--- config.mk ---
export PLATFORM = sky130hd
export DESIGN_NAME = vbase_access_ctl
export DESIGN_NICKNAME = d
export VERILOG_FILES = /design/src/rtl/vbase_pkg.sv /design/src/rtl/vbase_decode.sv /design/src/rtl/vbase_store.sv /design/src/rtl/vbase_access_ctl.sv
export SDC_FILE = /design/constraint.sdc
export NUM_CORES = 1
export LEC_CHECK = 0
export BUFFER_PORTS_ARGS = -buffer_cell sky130_fd_sc_hd__clkbuf_2
export CORE_ASPECT_RATIO = 0.6
export CORE_MARGIN = 2
export CORE_UTILIZATION = 45
export CTS_CLUSTER_DIAMETER = 50
export CTS_CLUSTER_SIZE = 8
export DETAILED_ROUTE_END_ITERATION = 16
export GPL_TIMING_DRIVEN = 0
export PLACE_DENSITY_LB_ADDON = 0.08
export SLEW_MARGIN = 10
export SYNTH_ARGS = -nofsm -noshare
export SYNTH_HDL_FRONTEND = slang
export SYNTH_SLANG_ARGS = --single-unit
--- constraint.sdc ---
create_clock -name clk -period 4.4 [get_ports clk]
set_clock_uncertainty 0.05 [all_clocks]
set_input_delay 0.88 -clock clk [delete_from_list [all_inputs] [get_ports clk]]
set_output_delay 0.88 -clock clk [all_outputs]
set_load 0.02 [all_outputs]
--- src/rtl/vbase_pkg.sv ---
package vbase_pkg;
  localparam int OC_N      = 5;
  localparam int OC_UNDEF  = 0;
  localparam int OC_TRAP   = 1;
  localparam int OC_MEM    = 2;
  localparam int OC_ALIAS  = 3;
  localparam int OC_DIRECT = 4;

  typedef logic [OC_N-1:0] oc_vec_t;

  typedef enum logic [1:0] {
    LVL0 = 2'd0,
    LVL1 = 2'd1,
    LVL2 = 2'd2,
    LVL3 = 2'd3
  } lvl_e;
endpackage

--- src/rtl/vbase_decode.sv ---
module vbase_decode
  import vbase_pkg::*;
#(
  parameter int          SYN_W     = 6,
  parameter int          OFF_W     = 12,
  parameter logic [5:0]  SYN_TRAP  = 6'h18,
  parameter logic [11:0] MEM_SLOT  = 12'h250
) (
  input  logic             acc_valid,
  input  logic             acc_write,
  input  logic [1:0]       enc_op0,
  input  logic [2:0]       enc_op1,
  input  logic [3:0]       enc_crn,
  input  logic [3:0]       enc_crm,
  input  logic [2:0]       enc_op2,
  input  logic [1:0]       cur_lvl,
  input  logic             host_mode,
  input  logic [2:0]       nv_bits,
  input  logic             lvl2_en,
  input  logic             fgt_impl,
  input  logic             lvl3_present,
  input  logic             lvl3_fgt_en,
  input  logic             fg_rd_trap,
  input  logic             fg_wr_trap,
  output logic             hit,
  output oc_vec_t          outcome,
  output logic [SYN_W-1:0] syn_class,
  output logic [OFF_W-1:0] mem_offset
);
  logic common_match, is_main, is_alt, fgt_gate, fgt_fire;
  lvl_e lvl;

  assign lvl          = lvl_e'(cur_lvl);
  assign common_match = (enc_op0 == 2'b11) && (enc_crn == 4'b1100) &&
                        (enc_crm == 4'b0000) && (enc_op2 == 3'b000);
  assign is_main      = common_match && (enc_op1 == 3'b000);
  assign is_alt       = common_match && (enc_op1 == 3'b101);
  assign hit          = acc_valid && (is_main || is_alt);
  assign fgt_gate     = lvl2_en && fgt_impl && (!lvl3_present || lvl3_fgt_en);
  assign fgt_fire     = fgt_gate && (acc_write ? fg_wr_trap : fg_rd_trap);

  always_comb begin
    outcome = '0;
    if (hit) begin
      unique case (lvl)
        LVL0: outcome[OC_UNDEF] = 1'b1;
        LVL1: begin
          if (is_main) begin
            if (nv_bits == 3'b011)      outcome[OC_TRAP]   = 1'b1;
            else if (fgt_fire)          outcome[OC_TRAP]   = 1'b1;
            else if (nv_bits == 3'b111) outcome[OC_MEM]    = 1'b1;
            else                        outcome[OC_DIRECT] = 1'b1;
          end else begin
            if (nv_bits == 3'b101)      outcome[OC_MEM]    = 1'b1;
            else if (nv_bits[0])        outcome[OC_TRAP]   = 1'b1;
            else                        outcome[OC_UNDEF]  = 1'b1;
          end
        end
        LVL2: begin
          if (is_main) begin
            if (host_mode) outcome[OC_ALIAS]  = 1'b1;
            else           outcome[OC_DIRECT] = 1'b1;
          end else begin
            if (host_mode) outcome[OC_DIRECT] = 1'b1;
            else           outcome[OC_UNDEF]  = 1'b1;
          end
        end
        LVL3: begin
          if (is_main || host_mode) outcome[OC_DIRECT] = 1'b1;
          else                      outcome[OC_UNDEF]  = 1'b1;
        end
        default: outcome = '0;
      endcase
    end
  end

  assign syn_class  = outcome[OC_TRAP] ? SYN_W'(SYN_TRAP) : '0;
  assign mem_offset = outcome[OC_MEM]  ? OFF_W'(MEM_SLOT) : '0;
endmodule

--- src/rtl/vbase_store.sv ---
module vbase_store #(
  parameter int DATA_W   = 64,
  parameter int RSV_BITS = 11,
  localparam int BASE_W  = DATA_W - RSV_BITS
) (
  input  logic              clk,
  input  logic              rst_n,
  input  logic              wr_l1,
  input  logic              wr_l2,
  input  logic [BASE_W-1:0] wbase,
  output logic [DATA_W-1:0] base_l1,
  output logic [DATA_W-1:0] base_l2
);
  logic [BASE_W-1:0] l1_q, l1_d, l2_q, l2_d;

  always_comb begin
    l1_d = l1_q;
    l2_d = l2_q;
    if (wr_l1) l1_d = wbase;
    if (wr_l2) l2_d = wbase;
  end

  always_ff @(posedge clk or negedge rst_n) begin
    if (!rst_n) begin
      l1_q <= '0;
      l2_q <= '0;
    end else begin
      if (wr_l1) l1_q <= l1_d;
      if (wr_l2) l2_q <= l2_d;
    end
  end

  assign base_l1 = {l1_q, {RSV_BITS{1'b0}}};
  assign base_l2 = {l2_q, {RSV_BITS{1'b0}}};
endmodule

--- src/rtl/vbase_access_ctl.sv ---
module vbase_access_ctl
  import vbase_pkg::*;
#(
  parameter int DATA_W   = 64,
  parameter int RSV_BITS = 11,
  parameter int SYN_W    = 6,
  parameter int OFF_W    = 12,
  localparam int BASE_W  = DATA_W - RSV_BITS
) (
  input  logic              clk,
  input  logic              rst_n,
  input  logic              acc_valid,
  input  logic              acc_write,
  input  logic [1:0]        enc_op0,
  input  logic [2:0]        enc_op1,
  input  logic [3:0]        enc_crn,
  input  logic [3:0]        enc_crm,
  input  logic [2:0]        enc_op2,
  input  logic [1:0]        cur_lvl,
  input  logic              host_mode,
  input  logic [2:0]        nv_bits,
  input  logic              lvl2_en,
  input  logic              fgt_impl,
  input  logic              lvl3_present,
  input  logic              lvl3_fgt_en,
  input  logic              fg_rd_trap,
  input  logic              fg_wr_trap,
  input  logic [DATA_W-1:0] wdata,
  output logic              hit,
  output logic [OC_N-1:0]   outcome,
  output logic [SYN_W-1:0]  syn_class,
  output logic [OFF_W-1:0]  mem_offset,
  output logic [DATA_W-1:0] rdata,
  output logic [DATA_W-1:0] base_l1,
  output logic [DATA_W-1:0] base_l2
);
  oc_vec_t oc;
  logic    wr_l1, wr_l2;
  logic    unused_low;

  vbase_decode #(.SYN_W(SYN_W), .OFF_W(OFF_W)) u_dec (
    .acc_valid(acc_valid), .acc_write(acc_write),
    .enc_op0(enc_op0), .enc_op1(enc_op1), .enc_crn(enc_crn),
    .enc_crm(enc_crm), .enc_op2(enc_op2), .cur_lvl(cur_lvl),
    .host_mode(host_mode), .nv_bits(nv_bits), .lvl2_en(lvl2_en),
    .fgt_impl(fgt_impl), .lvl3_present(lvl3_present),
    .lvl3_fgt_en(lvl3_fgt_en), .fg_rd_trap(fg_rd_trap),
    .fg_wr_trap(fg_wr_trap), .hit(hit), .outcome(oc),
    .syn_class(syn_class), .mem_offset(mem_offset)
  );

  assign wr_l1 = acc_write && oc[OC_DIRECT];
  assign wr_l2 = acc_write && oc[OC_ALIAS];

  vbase_store #(.DATA_W(DATA_W), .RSV_BITS(RSV_BITS)) u_store (
    .clk(clk), .rst_n(rst_n), .wr_l1(wr_l1), .wr_l2(wr_l2),
    .wbase(wdata[DATA_W-1:RSV_BITS]),
    .base_l1(base_l1), .base_l2(base_l2)
  );

  always_comb begin
    rdata = '0;
    if (!acc_write && oc[OC_DIRECT]) rdata = base_l1;
    if (!acc_write && oc[OC_ALIAS])  rdata = base_l2;
  end

  assign outcome    = oc;
  assign unused_low = ^wdata[RSV_BITS-1:0];
endmodule

==> flow_summary_export.csv, run 1 <==
group,metric,value,unit
setup_path,cp_max_fo,10,
yosys,synth.distinct_cells,37,
yosys,synth_area_per_cell,11.02,um2
timing,fmax,0.2323,GHz
setup_path,worst_ep_required_time,3.47,ns
yosys,synth_cells,504,
cts,root_buffer,"clkbuf_16",
global_route,grt_pass1_wl,25720,um
place,dp_hpwl,12800,um
setup_path,cp.arrival,3.37,ns
layout,drive_gt1_share,52.06,%
cts,clock_sink_count,106,
cts,clk_pin_slew,0.07,ns
global_route,grt_util_met2,44.16,%
job,maxCapViolCount,0,
timing,drv_slew,0,
detailed_routing,vias_per_cell,4.906,
yosys,ys_ff_latch,106,
layout,area_growth,40.16,%
cts,h-tree-depth,3,
power_and_ir_drop,ir_drop,0.0001978,V
hold_path,worst_hold_path.num_cells,1,
layout,layout.nets,917,
timing,rsz0062_at_grt,"true",
die,io_pins,312,
detailed_routing,drt_wl_total,16710,um
yosys,seq_area_frac_synth,47.78,%
yosys,ys_async_sr_fraction,100.0,%
detailed_routing,dr.pass1.iters,4,
timing,slew_headroom,57.02,%
hold_path,min_path_type,"reg2reg",
yosys,synth-main-ff-cell,"dfrtp_1",
setup_path,r2r_cells,1,
die,start_util,46.02,%
global_route,grt_busiest_layer,"met2",
global_route,grt_max_degree,107,
layout,mostFrequentLayoutCells,"clkbuf_2, dfrtp_1, buf_4",
global_route,grt_pass1_vias,4842,
yosys,ys_warn_count,0,
global_route,overflow,0,
global_route,grt_usage,24.78,%
run_status,outcome,"finished, final reports clean",
power_and_ir_drop,pwr_density_cell,249.6,mW/mm2
cts,cts_tree,"done",
yosys,synth_edf_count,0,
detailed_routing,drcViolationCount,0,
layout,antenna_cells,0,
global_route,met3_usage,5.939,%
layout,layout_commonest_cell,"clkbuf_2",
timing,tightest_slew,0.6447,ns
die,die_h,90.04,um
setup_path,worstSetupPathType,"in2out",
die,std_cell_rows,31,
setup_path,cp-start-kind,"primary input",
cts,clk_latency,0.35,ns
die,dieArea,0.01327,mm2
timing,setup_viol,0,
cts,hold_buffers,0,
place,port_buffers,254,
die,die_width,147.4,um
detailed_routing,drt.antenna.violating_nets,0,
cts,clock_tree.buffer_depth,2,
detailed_routing,drtIter0Drc,142,
die,coreArea,0.01206,mm2
detailed_routing,vias,4852,
setup_path,endpoint_kind,"output pin",
timing,hold_viol_final,0,
yosys,synth_area,0.005552,mm2
global_route,met1_usage,30.39,%
timing,fin_crit_sh,97.82,%
timing,whs,0.4722,ns
global_route,antenna_found_initial,0,
detailed_routing,wl_per_cell,16.89,um
layout,fillers,985,
place,place_congestion,0.8174,
timing,post-route-min-period,4.304,ns
power_and_ir_drop,p_leak,4.411,nW
power_and_ir_drop,finalPower,0.001942,W
cts,cts_buffers,9,
[power by group]
part	internal [W]	leakage, nW	switching [W]
registers	0.000973	1.48	0.0000000375
logic	0.0000650	2.78	0.0000970
clock network	0.000425	0.145	0.000382
total	0.00146	4.41	0.000479
[logic make-up (layout without fill, tap and decap cells)]
| logic type | after synthesis | count (layout) | share of synthesized area (%) |
|---|---|---|---|
| compound gates | 61 | 61 | 9.421 |
| xor+xnor | 1 | 1 | 0.1578 |
| fa+ha+maj | 2 | 2 | 0.4507 |
| buf+inv | 143 | 418 | 13.23 |
| flops | 106 | 106 | 47.78 |
| mux | 106 | 106 | 21.50 |
| other cells | 1 | 46 | 0.06755 |
| simple gates | 84 | 84 | 7.393 |
[path summary, 6_finish.rpt]
| path | slack (ns) | end | from |
|---|---|---|---|
| max | 0.1 | rdata[32] | enc_crm[1] |
| min | 0.47 | u_store.l1_q[32]$_DFFE_PN0P_ | u_store.l1_q[32]$_DFFE_PN0P_ |
| max reg2reg | 3.50 | u_store.l1_q[10]$_DFFE_PN0P_ | u_store.l1_q[10]$_DFFE_PN0P_ |
| min reg2reg | 0.47 | u_store.l1_q[32]$_DFFE_PN0P_ | u_store.l1_q[32]$_DFFE_PN0P_ |
| max in group asynchronous | 3.35 | u_store.l2_q[46]$_DFFE_PN0P_ | rst_n |
| min in group asynchronous | 0.54 | u_store.l1_q[46]$_DFFE_PN0P_ | rst_n |
[timing repair]
item                                    4_1_cts  5_1_grt
endpoints found under the setup margin       55       53
cloned                                        0        0
buffers inserted                              4        0
resized for setup                            39       41
pin swaps                                     2        0
[state kept, by name (all words and copies together), names as in the netlist]
register / count
u_store.l1_q: 53
u_store.l2_q: 53
[cells in the mapped netlist, drive strengths merged, types with 2 or more instances]
library cell | count | area (um2)
nand4 | 2 | 18.77
or4 | 3 | 26.27
clkbuf | 29 | 108.9
ha | 2 | 25.02
buf | 56 | 407.9
and3 | 3 | 18.77
nand3 | 3 | 15.01
nand2 | 60 | 225.2
a21oi | 2 | 10.01
mux2 | 106 | 1194
dfrtp | 106 | 2653
inv | 58 | 217.7
o211ai | 2 | 15.01
o41ai | 53 | 464.2
nor4b | 2 | 17.52
[through the flow]
| step | TNS, ns | cells | area (um2) | utilization [%] | worst slack (ns) |
|---|---|---|---|---|---|
| after floorplan | -7.839 | 549 | 5720 | - | -0.1601 |
| after global placement | -23.57 | 968 | 7198 | 59.67 | -0.5549 |
| after detailed placement | -27.08 | 969 | 7234 | 59.97 | -0.5903 |
| after CTS | -0.008531 | 989 | 7695 | 63.79 | -0.008531 |
| after global routing | -0.004254 | 989 | 7781 | 64.51 | -0.004254 |
| final | 0 | 989 | 7781 | 64.51 | 0.09578 |
[final cells by class]
type / count / area, um2 / share of cell area, %
flip-flops and latches: 106 / 2653 / 34.09
repair buffers: 259 / 1353 / 17.38
plain buffers: 85 / 570.5 / 7.332
clock buffers: 11 / 252.7 / 3.248
clock inverters: 5 / 45.04 / 0.5789
inverters: 58 / 217.7 / 2.798
multi-input cells: 300 / 2484 / 31.92
well taps: 165 / 206.4 / 2.653
[critical path, cell delays in order]
cell and delay [ns]:
clkbuf_2 0.08, or4_4 0.56, nor4_4 0.31, inv_2 0.07
ha_1 0.27, o211ai_1 0.10, o31ai_2 0.12, nand3_4 0.20
buf_4 0.24, o41ai_1 0.30, clkbuf_2 0.24
[metal layers]
| layer | part of all wire [%] | wire length, um |
|---|---|---|
| met1 | 41 | 6925 |
| met2 | 51 | 8563 |
| met3 | 5.8 | 971 |
| met4 | 1.5 | 247 |
| met5 | 0 | 0 |
(Power assumes the default switching activity.)
==> run 2: changes to the inputs <==
--- a/config.mk
+++ b/config.mk
@@ -14,6 +14,7 @@
 export DETAILED_ROUTE_END_ITERATION = 16
 export GPL_TIMING_DRIVEN = 0
 export PLACE_DENSITY_LB_ADDON = 0.08
+export SETUP_SLACK_MARGIN = 0.4
 export SLEW_MARGIN = 10
 export SYNTH_ARGS = -nofsm -noshare
 export SYNTH_HDL_FRONTEND = slang
==> run 2 against run 1 <==
Net effect:
- the flow now finishes with violations (setup timing)
- die area unchanged
- sequential power is essentially flat
- first-iteration DRC count fell by 13%
- clock power down 5.8%
- fmax shrank 2.3%
- global-route usage increased by 2.2 points
- critical endpoint is now rdata[28]
- combinational power rose by 9%
- worst setup slack lost 0.10 ns
- flip-flop and latch count is the same
- critical path depth grew 1
==> flow_summary_export.csv, run 2 (synthesis gave the netlist of run 1 again) <==
group,metric,value,unit
layout,fillers,829,
die,io_pins,312,
setup_path,endpoint_kind,"output pin",
layout,layout_commonest_cell,"clkbuf_2",
global_route,overflow,0,
timing,slew_headroom,15.23,%
setup_path,worst_ep_required_time,3.47,ns
detailed_routing,vias_per_cell,5.044,
timing,hold_viol_final,0,
place,port_buffers,254,
timing,fmax,0.2271,GHz
detailed_routing,wl_per_cell,18.23,um
power_and_ir_drop,ir_drop,0.0001692,V
detailed_routing,dr.pass1.iters,4,
cts,cts_tree,"done",
cts,clock_tree.buffer_depth,2,
global_route,antenna_found_initial,0,
layout,layout.nets,930,
detailed_routing,vias,5054,
place,place_congestion,0.7857,
timing,setup_viol,1,
layout,seq_area,0.002653,mm2
layout,drive_gt1_share,57.71,%
setup_path,worstSetupPathType,"in2out",
die,dieArea,0.01327,mm2
layout,fin_cells,1002,
detailed_routing,drt.antenna.violating_nets,0,
timing,worst_slack,-0.004059,ns
timing,rsz0062_at_grt,"true",
detailed_routing,drtIter0Drc,124,
cts,cts_buffers,9,
setup_path,slowest_stage,"or4_4",
timing,drv_slew,0,
detailed_routing,drcViolationCount,0,
die,coreArea,0.01206,mm2
setup_path,slowest_delay,0.56,ns
timing,fin_crit_sh,100.1,%
die,die_width,147.4,um
setup_path,cp_max_fo,5,
layout,area_growth,65.45,%
place,dp.cells,969,
cts,h-tree-depth,3,
setup_path,cp-start-kind,"primary input",
layout,multi_input_area,0.003343,mm2
global_route,grt_pass1_vias,5124,
die,start_util,46.02,%
job,maxCapViolCount,0,
cts,clk_latency,0.34,ns
cts,root_buffer,"clkbuf_16",
power_and_ir_drop,p_leak,5.551,nW
place,dp_hpwl,13400,um
run_status,violations,"setup timing",
hold_path,min_path_type,"in2async",
power_and_ir_drop,pwr_density_cell,208.0,mW/mm2
timing,post-route-min-period,4.404,ns
cts,clk_pin_slew,0.07,ns
layout,mostFrequentLayoutCells,"clkbuf_2, dfrtp_1, buf_4",
setup_path,cp.arrival,3.47,ns
cts,clock_sink_count,106,
global_route,grt_max_degree,93,
timing,fin_setup_tns,-0.004059,ns
place,place_ws,-0.5690,ns
die,die_h,90.04,um
setup_path,path_buf_inv,5,
layout,antenna_cells,0,
global_route,grt_usage,26.96,%
global_route,grt_pass1_wl,27740,um
run_status,outcome,"finished, violations left",
detailed_routing,drt_wl_total,18270,um
die,std_cell_rows,31,
layout,top_regs,"u_store.l1_q x53, u_store.l2_q x53",
setup_path,cpLargestDelayFamily,"simple AND/OR/NAND/NOR gates",
timing,tightest_slew,1.272,ns
setup_path,path_cells,"clkbuf_2, or4_4, nor4_4, inv_2, ha_4, o211ai_1, o31ai_2, nand3_4, buf_16, clkbuf_16, o41ai_4, clkbuf_8",
## run 2: changes by cell type in the layout (fill, tap and decap cells not counted), sizes merged
cell      change
buf          +37
clkinvlp      +2
inv           -2
clkbuf       -24
## run 2: timing repair
item	in CTS	in global routing
hold buffers	0	0
setup buffers	8	2
pin swaps	2	0
gates resized for setup	72	98
endpoints found under the setup margin	110	62
gates cloned	4	3
## run 2: cell type report
class                   count  share of cell area [%]
well taps                 165                   2.248
clock buffers              11                   2.534
flip-flops and latches    106                   28.88
clock inverters             5                  0.4359
repair buffers            272                   19.11
inverters                  58                   2.397
multi-input cells         300                   36.40
plain buffers              85                   7.996
## run 2: final timing paths
path	cells past startpoint	to	start	slack [ns]
min	1	u_store.l1_q[40]$_DFFE_PN0P_	rst_n	0.32
min in group clk	1	u_store.l1_q[24]$_DFFE_PN0P_	u_store.l1_q[24]$_DFFE_PN0P_	0.47
min reg2reg	1	u_store.l1_q[24]$_DFFE_PN0P_	u_store.l1_q[24]$_DFFE_PN0P_	0.47
max in group asynchronous	2	u_store.l2_q[21]$_DFFE_PN0P_	rst_n	3.28
max reg2reg	1	u_store.l1_q[22]$_DFFE_PN0P_	u_store.l1_q[22]$_DFFE_PN0P_	3.50
max	12	rdata[28]	enc_crm[1]	-0.004
## run 2: per-layer routing
| layer | global-route usage, % | wire, um | up-vias |
|---|---|---|---|
| li1 | - | - | 2325 |
| met1 | 32.42 | 7536 | 2500 |
| met2 | 48.17 | 9238 | 195 |
| met3 | 6.853 | 1085 | 34 |
| met4 | 7.372 | 404 | 0 |
| met5 | 0 | 0 | - |
## run 2: power breakdown
group / internal [W] / switching (W) / total (W)
registers: 0.000973 / 0.0000000376 / 0.000973
logic: 0.0000663 / 0.000111 / 0.000177
clock network: 0.000388 / 0.000372 / 0.000760
## run 2: through the flow
stage	power (W)	hold slack, ns	cell area, um2	utilization [%]
2_1_floorplan	0.001089	0.5344	6711	-
3_3_place_gp	0.001156	0.4501	8189	67.89
3_5_place_dp	0.001164	0.4624	8225	68.19
4_1_cts	0.001921	0.3146	8987	74.50
5_1_grt	0.001978	0.3123	9185	76.14
6_report	0.001911	0.3227	9185	76.14
==> run 3: changes to the inputs <==
--- a/config.mk
+++ b/config.mk
@@ -5,13 +5,12 @@
 export SDC_FILE = /design/constraint.sdc
 export NUM_CORES = 1
 export LEC_CHECK = 0
-export BUFFER_PORTS_ARGS = -buffer_cell sky130_fd_sc_hd__clkbuf_2
-export CORE_ASPECT_RATIO = 0.6
-export CORE_MARGIN = 2
-export CORE_UTILIZATION = 45
+export CORE_AREA = 2 2 120 122
 export CTS_CLUSTER_DIAMETER = 50
 export CTS_CLUSTER_SIZE = 8
 export DETAILED_ROUTE_END_ITERATION = 16
+export DIE_AREA = 0 0 122 124
+export DONT_BUFFER_PORTS = 1
 export GPL_TIMING_DRIVEN = 0
 export PLACE_DENSITY_LB_ADDON = 0.08
 export SETUP_SLACK_MARGIN = 0.4
==> run 3 against run 2 <==
Net effect:
- the run now ends clean
- fmax up 3.7%
- combinational power decreased by 36%
- non-clock buffer count shrank 255
- clock power up 9.2%
- worst hold slack lost 0.15 ns
- clock-buffer cell count up 2
- worst setup slack gained 0.16 ns
- via count decreased by 20%
- sequential power barely moved
- register-to-register slack got worse by 0.10 ns
- wire length shrank 5.4%
- cell area fell by 15%
- critical endpoint is now rdata[32]
- largest power group unchanged
==> flow_summary_export.csv, run 3 (synthesis gave the netlist of run 1 again) <==
group,metric,value,unit
timing,hold_viol_final,0,
place,dp.cells,729,
layout,antenna_cells,0,
timing,slew_headroom,15.53,%
timing,drv_slew,0,
layout,area_growth,40.00,%
layout,mostFrequentLayoutCells,"dfrtp_1, nand2_1, buf_4",
cts,cts_tree,"done",
detailed_routing,drcViolationCount,0,
global_route,grt_max_degree,107,
cts,clk_latency,0.35,ns
hold_path,min_path_type,"in2async",
cts,cts_buffers,9,
detailed_routing,wl_per_cell,22.67,um
cts,root_buffer,"clkbuf_16",
timing,whs,0.1727,ns
setup_path,slowest_stage,"or4_4",
place,port_buffers,0,
global_route,antenna_found_initial,0,
layout,layout_commonest_cell,"dfrtp_1",
detailed_routing,drt_wl_total,17270,um
power_and_ir_drop,p_leak,4.427,nW
place,place_congestion,0.7877,
setup_path,worst_ep_required_time,3.47,ns
timing,setup_viol,0,
place,dp_hpwl,12950,um
setup_path,endpoint_kind,"output pin",
die,dieArea,0.01513,mm2
layout,drive_gt1_share,39.52,%
layout,top_regs,"u_store.l1_q x53, u_store.l2_q x53",
layout,final_util,56.65,%
die,start_util,40.47,%
setup_path,cp.arrival,3.32,ns
setup_path,worstSetupPathType,"in2out",
setup_path,cpLargestDelayFamily,"simple AND/OR/NAND/NOR gates",
detailed_routing,drt.antenna.violating_nets,0,
setup_path,cp-start-kind,"primary input",
global_route,overflow,0,
timing,fin_crit_sh,96.54,%
global_route,grt_pass1_vias,4139,
timing,fin_setup_tns,0,ns
power_and_ir_drop,ir_drop,0.0002128,V
die,io_pins,312,
setup_path,cp_max_fo,6,
detailed_routing,drtIter0Drc,97,
cts,clk_pin_slew,0.07,ns
detailed_routing,dr.pass1.iters,4,
cts,h-tree-depth,3,
die,die_width,122,um
global_route,grt_pass1_wl,25050,um
timing,rsz0062_at_grt,"true",
setup_path,path_buf_inv,2,
timing,tightest_slew,1.267,ns
cts,clock_sink_count,106,
die,std_cell_rows,43,
power_and_ir_drop,pwr_density_cell,246.7,mW/mm2
layout,layout.nets,676,
job,maxCapViolCount,0,
timing,post-route-min-period,4.248,ns
die,die_h,124,um
timing,fmax,0.2354,GHz
cts,clock_tree.buffer_depth,2,
run_status,outcome,"finished, final reports clean",
setup_path,path_cells,"or4_4, nor4_4, inv_2, ha_4, o211ai_1, o31ai_4, nand3_4, clkbuf_16, o41ai_4",
layout,fin_cells,762,
die,coreArea,0.01372,mm2
detailed_routing,vias,4059,
global_route,grt_usage,22.38,%
setup_path,slowest_delay,0.56,ns
detailed_routing,vias_per_cell,5.327,
run 3: cell count changes in the layout (fill, tap and decap cells not counted), sizes merged:
cell      change
clkbuf      -213
inv           -1
nand3         +1
bufinv        +1
buf          -40
clkinvlp      -3
run 3: area by class of cell:
class,count,area (um2)
repair buffers,17,247.7
well taps,180,225.2
clock inverters,2,35.03
flip-flops and latches,106,2653
fillers,1168,5947
clock buffers,13,270.3
inverters,58,217.7
plain buffers,85,695.7
multi-input cells,301,3428
run 3: final timing paths:
path                                               from                      endpoint  slack [ns]  cells after the start
max                                          enc_crn[0]                     rdata[32]        0.15                      9
min                                               rst_n  u_store.l1_q[45]$_DFFE_PN0P_        0.17                      0
max reg2reg                u_store.l1_q[44]$_DFFE_PN0P_  u_store.l1_q[44]$_DFFE_PN0P_        3.40                      1
min reg2reg                u_store.l1_q[24]$_DFFE_PN0P_  u_store.l1_q[24]$_DFFE_PN0P_        0.62                      1
max in group asynchronous                         rst_n  u_store.l1_q[16]$_DFFE_PN0P_        3.99                      0
min in group clk                              wdata[38]  u_store.l1_q[27]$_DFFE_PN0P_        0.60                      1
run 3: repair_timing:
| item | 4_1_cts | 5_1_grt |
|---|---|---|
| cloned | 1 | 0 |
| buffers inserted | 16 | 1 |
| hold buffers | 0 | 0 |
| gates resized for setup | 36 | 27 |
| pin swaps | 10 | 11 |
| setup endpoints to repair | 112 | 60 |
run 3: power by group:
| part | total, W | switching, W | internal [W] |
|---|---|---|---|
| clock | 0.000830 | 0.000345 | 0.000484 |
| sequential | 0.000974 | 0.000000103 | 0.000974 |
| combinational | 0.000114 | 0.0000743 | 0.0000392 |
run 3: layer usage:
| metal | vias up | share of wire (%) | GRT usage, % |
|---|---|---|---|
| met1 | 2025 | 35 | 23.78 |
| met5 | - | 0 | 0 |
| met4 | 0 | 2.4 | 8.190 |
| met3 | 23 | 10 | 9.432 |
| met2 | 196 | 52 | 39.73 |
| li1 | 1815 | - | - |
run 3: metrics by stage:
| step | setup WS [ns] | total power (W) | instance area, um2 |
|---|---|---|---|
| 2_1_floorplan | 0.1490 | 0.001089 | 6711 |
| 3_3_place_gp | -0.4276 | 0.001095 | 6937 |
| 3_5_place_dp | -0.4933 | 0.001096 | 6938 |
| 4_1_cts | 0.1073 | 0.001933 | 7690 |
| 5_1_grt | 0.05600 | 0.001989 | 7772 |
| 6_report | 0.1521 | 0.001917 | 7772 |
